===== config.mk =====
export PLATFORM = sky130hd
export DESIGN_NAME = tlb_repl_ctrl
export DESIGN_NICKNAME = d
export VERILOG_FILES = /design/src/rtl/tlbrc_pkg.sv /design/src/rtl/tlbrc_counter.sv /design/src/rtl/tlbrc_mode.sv /design/src/rtl/tlb_repl_ctrl.sv
export SDC_FILE = /design/constraint.sdc
export NUM_CORES = 1
export LEC_CHECK = 0
export BUFFER_PORTS_ARGS = -buffer_cell sky130_fd_sc_hd__buf_2
export CAP_MARGIN = 20
export CORE_MARGIN = 8
export CORE_UTILIZATION = 25
export DETAILED_ROUTE_END_ITERATION = 12
export GPL_TIMING_DRIVEN = 0
export PLACE_DENSITY = 0.59
export SYNTH_ARGS = -nofsm -noshare
export SYNTH_HDL_FRONTEND = slang
export SYNTH_SLANG_ARGS = --single-unit

===== constraint.sdc =====
create_clock -name clk -period 3.48 [get_ports clk]
set_clock_uncertainty 0.15 [all_clocks]
set_input_delay 0.174 -clock clk [delete_from_list [all_inputs] [get_ports clk]]
set_output_delay 0.174 -clock clk [all_outputs]
set_load 0.005 [all_outputs]

===== src/rtl/tlbrc_pkg.sv =====
package tlbrc_pkg;

    localparam int REG_W   = 32;
    localparam int CNT_W   = 6;
    localparam int BND_LSB = 18;
    localparam int CNT_LSB = 10;
    localparam int SQ_BIT  = 9;
    localparam int VM_BIT  = 8;
    localparam int INV_BIT = 2;
    localparam int BND_MSB = BND_LSB + CNT_W - 1;
    localparam int CNT_MSB = CNT_LSB + CNT_W - 1;

    typedef logic [CNT_W-1:0] cnt_t;
    typedef logic [REG_W-1:0] word_t;

    typedef struct packed {
        cnt_t bnd;
        cnt_t cnt;
        logic sq_priv;
        logic single_vm;
        logic inval;
    } wr_fields_t;

    typedef struct packed {
        cnt_t bnd;
        cnt_t cnt;
        logic sq_priv;
        logic single_vm;
    } rd_fields_t;

    function automatic wr_fields_t unpack_write(input word_t w);
        wr_fields_t f;
        f.bnd       = w[BND_MSB:BND_LSB];
        f.cnt       = w[CNT_MSB:CNT_LSB];
        f.sq_priv   = w[SQ_BIT];
        f.single_vm = w[VM_BIT];
        f.inval     = w[INV_BIT];
        return f;
    endfunction

    function automatic word_t pack_read(input rd_fields_t f);
        word_t w;
        w                  = '0;
        w[BND_MSB:BND_LSB] = f.bnd;
        w[CNT_MSB:CNT_LSB] = f.cnt;
        w[SQ_BIT]          = f.sq_priv;
        w[VM_BIT]          = f.single_vm;
        return w;
    endfunction

    function automatic cnt_t advance(input cnt_t cnt, input cnt_t bnd);
        if (bnd != '0 && cnt == bnd)
            return '0;
        return cnt + 1'b1;
    endfunction

endpackage


===== src/rtl/tlbrc_counter.sv =====
module tlbrc_counter
    import tlbrc_pkg::*;
(
    input  logic clk,
    input  logic rst,
    input  logic wr_en,
    input  cnt_t wr_cnt,
    input  cnt_t wr_bnd,
    input  logic access,
    input  logic ldtlb,
    output cnt_t cnt,
    output cnt_t bnd
);

    cnt_t cnt_q, bnd_q, cnt_d;

    always_comb begin
        cnt_d = cnt_q;
        if (wr_en)
            cnt_d = wr_cnt;
        else if (access)
            cnt_d = advance(cnt_q, bnd_q);
    end

    always_ff @(posedge clk) begin
        if (rst) begin
            cnt_q <= '0;
            bnd_q <= '0;
        end else begin
            cnt_q <= cnt_d;
            if (wr_en)
                bnd_q <= wr_bnd;
        end
    end

    assign cnt = cnt_q;
    assign bnd = bnd_q;

    AST_LDTLB_HOLD: assert property (@(posedge clk) disable iff (rst)
        (ldtlb && !access && !wr_en) |=> (cnt_q == $past(cnt_q)));

    AST_STEP_ONE: assert property (@(posedge clk) disable iff (rst)
        (access && !wr_en && !(bnd_q != '0 && cnt_q == bnd_q))
            |=> (cnt_q == cnt_t'($past(cnt_q) + 1'b1)));

    AST_BOUND_WRAP: assert property (@(posedge clk) disable iff (rst)
        (access && !wr_en && bnd_q != '0 && cnt_q == bnd_q)
            |=> (cnt_q == '0));

    AST_WRITE_WINS: assert property (@(posedge clk) disable iff (rst)
        wr_en |=> (cnt_q == $past(wr_cnt)));

endmodule


===== src/rtl/tlbrc_mode.sv =====
module tlbrc_mode (
    input  logic clk,
    input  logic rst,
    input  logic wr_en,
    input  logic wr_sq,
    input  logic wr_vm,
    input  logic wr_inv,
    output logic sq_priv,
    output logic single_vm,
    output logic inval_pulse,
    output logic mode_err
);

    logic vm_flip_bad;

    assign vm_flip_bad = wr_en && (wr_vm != single_vm) && !wr_inv;

    always_ff @(posedge clk) begin
        if (rst) begin
            sq_priv     <= 1'b0;
            single_vm   <= 1'b0;
            inval_pulse <= 1'b0;
            mode_err    <= 1'b0;
        end else begin
            inval_pulse <= wr_en && wr_inv;
            if (wr_en) begin
                sq_priv   <= wr_sq;
                single_vm <= wr_vm;
            end
            if (vm_flip_bad)
                mode_err <= 1'b1;
        end
    end

    AST_ERR_STICKY: assert property (@(posedge clk) disable iff (rst)
        mode_err |=> mode_err);

    AST_PULSE_NEEDS_WRITE: assert property (@(posedge clk) disable iff (rst)
        (!wr_en) |=> !inval_pulse);

    AST_MODE_HOLD: assert property (@(posedge clk) disable iff (rst)
        (!wr_en) |=> ($stable(sq_priv) && $stable(single_vm)));

endmodule


===== src/rtl/tlb_repl_ctrl.sv =====
module tlb_repl_ctrl
    import tlbrc_pkg::*;
(
    input  logic        clk,
    input  logic        rst,
    input  logic        reg_we,
    input  logic [31:0] reg_wdata,
    output logic [31:0] reg_rdata,
    input  logic        utlb_access,
    input  logic        ldtlb_strobe,
    output logic [5:0]  repl_index,
    output logic        sq_priv_only,
    output logic        single_vm,
    output logic        inval_pulse,
    output logic        mode_err
);

    wr_fields_t wf;
    rd_fields_t rf;
    cnt_t       cnt, bnd;
    logic       unused_wbits;

    assign wf = unpack_write(reg_wdata);
    assign unused_wbits = ^{reg_wdata[31:BND_MSB+1], reg_wdata[BND_LSB-1:CNT_MSB+1],
                            reg_wdata[VM_BIT-1:INV_BIT+1], reg_wdata[INV_BIT-1:0]};

    tlbrc_counter u_cnt (
        .clk    (clk),
        .rst    (rst),
        .wr_en  (reg_we),
        .wr_cnt (wf.cnt),
        .wr_bnd (wf.bnd),
        .access (utlb_access),
        .ldtlb  (ldtlb_strobe),
        .cnt    (cnt),
        .bnd    (bnd)
    );

    tlbrc_mode u_mode (
        .clk         (clk),
        .rst         (rst),
        .wr_en       (reg_we),
        .wr_sq       (wf.sq_priv),
        .wr_vm       (wf.single_vm),
        .wr_inv      (wf.inval),
        .sq_priv     (sq_priv_only),
        .single_vm   (single_vm),
        .inval_pulse (inval_pulse),
        .mode_err    (mode_err)
    );

    always_comb begin
        rf.bnd       = bnd;
        rf.cnt       = cnt;
        rf.sq_priv   = sq_priv_only;
        rf.single_vm = single_vm;
        reg_rdata    = pack_read(rf);
    end

    assign repl_index = cnt;

    AST_INDEX_MATCHES_READ: assert property (@(posedge clk) disable iff (rst)
        repl_index == reg_rdata[CNT_MSB:CNT_LSB]);

    AST_INVAL_READS_ZERO: assert property (@(posedge clk) disable iff (rst)
        reg_rdata[INV_BIT] == 1'b0);

endmodule


==> results by group <==
Routing
  – Antenna viol nets, final: 0
  – Via density: 3.88
  – DRC errors left: 0
  – Vias: 892
  – Drt wl/cell: 11.6 um
  – Wirelength, routed: 2680 um
  – Initial DRC count: 18
  – 1st-pass router iterations: 4

Global routing
  – Initial antenna violation count: 0
  – Vias in the first global route: 872
  – Largest net degree at the start of global routing: 11
  – First-pass GRT wire length: 4220 um
  – Total GRT Usage: 8.30%
  – GRT overflow: 0

Power and ir drop
  – Total power: 0.503 mW
  – VDD IR max: 0.000217 V
  – Leakage: 0.749 nW
  – Pwr dens: 351 nW/um^2

Layout
  – Nets: 219
  – Layout cells sized above 1: 42.2%
  – Final Util: 36.1%
  – Final Cell Area: 1440 um^2
  – Layout area overhead: 40.9%
  – N_diodes: 0

STA
  – Final Hold Viols: 0
  – Normalized max-slew margin: 56.9%
  – Final setup TNS: 0 ns
  – Final Cycle Share: 53.6%
  – Fmax: 0.536 GHz
  – Post-layout min period: 1.86 ns
  – RSZ-0062 raised after global routing: false
  – Final setup vio count: 0
  – Final-report max-slew violation count: 0
  – Worst-Margin Slew: 0.646 ns

Floorplan
  – Row count: 23
  – Die H: 79.8 um
  – Die span in x: 79.8 um
  – Core Box Area: 3970 um^2
  – Die area: 6370 um^2
  – Initial Utilization: 25.6%
  – Ports: 79

CTS
  – TritonCTS clock tree: done
  – Root buf cell: clkbuf_8
  – CTS Sinks: 16
  – Clock latency at the later pin of the worst-skew pair: 0.25 ns
  – CTS Buf Count: 3
  – Post-CTS repair timing setup buffer count: 0
  – Hold_buf cts: 3
  – CTS Buffer Depth: 2
  – # H-tree levels: 1
  – Clock transition at path regs: 0.07 ns
  – PostCTS Resize Cnt: 0

Synthesis
  – Yosys cell types: 30
  – Synth Instances: 115
  – #FFs+latches synth: 16
  – Post-Syn Area per Cell: 8.86 um^2
  – Largest area contributor in the netlist: dfxtp_1
  – Sequential share of the synthesized area: 31.4%
  – Synth top area share: 31.4%
  – Area contributors post-synth: dfxtp_1, buf_4, mux2i_1
  – Mapped Area: 1020 um^2
  – YS warnings: 0

Place
  – Routability Congestion: 0.814
  – DP Area: 1350 um^2
  – I/O Buffers: 41

Worst setup path
  – Worst EP arrival: 1.89 ns
  – Crit start category: flop
  – Reg2reg setup slack: 1.62 ns
  – CP max FO: 6
  – Crit. End Element: flop
  – Worst Path Required: 3.51 ns
  – Type of the worst setup path: reg -> reg

Flow run
  – Max_cap viols: 0

Hold path
  – Hold crit path type: in -> reg

Status
  – Status: finished, final reports clean
## cell type report
class                      count  area (um^2)
timing repair buffer          44          235
inverter                       4         15.0
buffer                        30          210
fill                         430         2540
sequential                    16          320
clock buffer                   4         55.1
tap                           50         62.6
multi-input combinational     82          537
## synthesized netlist by cell type (all sizes together)
| master | number |
|---|---|
| a211o | 1 |
| or3 | 1 |
| a21oi | 7 |
| nand2 | 2 |
| xor2 | 4 |
| a31oi | 1 |
| o21ai | 2 |
| ha | 1 |
| dfxtp | 16 |
| xnor2 | 7 |
| or4 | 1 |
| nand2b | 1 |
| a211oi | 1 |
| mux2i | 8 |
| nand4 | 2 |
| conb | 1 |
| buf | 29 |
| inv | 4 |
| a221oi | 1 |
| nor3b | 3 |
| clkbuf | 1 |
| nor2 | 12 |
| o31ai | 1 |
| o22ai | 2 |
| o211ai | 2 |
| nand3 | 2 |
| o311ai | 1 |
| and3 | 1 |
## state kept, by name, indices dropped and copies added (netlist names)
name                cells
u_cnt.cnt               6
u_mode.single_vm        1
u_mode.mode_err         1
u_cnt.bnd               6
u_mode.sq_priv          1
u_mode.inval_pulse      1
## critical path, cell delays in order (launching register included)
cell and delay [ns]:
dfxtp_1 0.39, or4_4 0.57, o311ai_4 0.33, o21ai_1 0.14
a221oi_2 0.21
## placed cells by master, fill, tap and decap left out
master | Yosys | final
or3_1 | 1 | 1
a31oi_1 | 1 | 1
o22ai_1 | 2 | 2
a21oi_1 | 7 | 7
nand4_1 | 2 | 2
mux2i_1 | 8 | 8
a211o_1 | 1 | 1
buf_2 | 0 | 41
or4_4 | 1 | 1
o31ai_2 | 1 | 1
and3_1 | 1 | 1
inv_1 | 4 | 4
a211oi_1 | 1 | 1
clkbuf_1 | 1 | 1
conb_1 | 1 | 18
nor3b_1 | 3 | 3
o311ai_4 | 1 | 1
dlygate4sd3_1 | 0 | 3
a221oi_2 | 1 | 1
nand2b_1 | 1 | 1
o211ai_1 | 2 | 2
xor2_1 | 4 | 4
clkbuf_8 | 0 | 4
nand2_1 | 2 | 2
nor2_1 | 12 | 12
o21ai_2 | 1 | 1
o21ai_1 | 1 | 1
dfxtp_1 | 16 | 16
nand3_1 | 2 | 2
xnor2_1 | 7 | 7
buf_4 | 26 | 26
ha_1 | 1 | 1
buf_1 | 3 | 3
## power breakdown
part	internal, mW	switching [mW]
clock	0.101	0.0681
sequential	0.195	0.0174
combinational	0.0689	0.0536
## worst paths after layout
kind | to | cells past startpoint | start
max | u_cnt.cnt[0]$_SDFFE_PP0P_ | 4 | u_cnt.cnt[5]$_SDFFE_PP0P_
min | u_cnt.bnd[3]$_SDFFE_PP0P_ | 3 | reg_wdata[21]
max reg2reg | u_cnt.cnt[0]$_SDFFE_PP0P_ | 4 | u_cnt.cnt[5]$_SDFFE_PP0P_
min reg2reg | u_mode.mode_err$_SDFFE_PP0P_ | 2 | u_mode.mode_err$_SDFFE_PP0P_
## kinds of logic after synthesis
group           Yosys count  share of synthesized area (%)
xor+xnor                 11                           9.46
flops                    16                           31.4
buf+inv                  34                           22.1
other cells               1                          0.368
compound gates           19                           15.0
simple gates             25                           12.5
mux                       8                           7.86
fa+ha+maj                 1                           1.23
## metrics by stage
stage | hold slack (ns) | std cells | setup slack (ns)
2_1_floorplan | 0.147 | 132 | 1.73
3_3_place_gp | 0.259 | 223 | 1.62
3_5_place_dp | 0.263 | 223 | 1.61
4_1_cts | 0.000217 | 230 | 1.60
5_1_grt | 0.00858 | 230 | 1.50
6_report | 0.00657 | 230 | 1.62
## layer usage
metal  share of wire [%]  vias up  track usage [%]
met5                   0        -                0
met4                0.82        0             1.64
met3                  11        5             4.39
met2                  43       39             13.1
met1                  45      371             9.73
li1                    -      477                -
No activity file was read; power rests on OpenSTA's default activity.
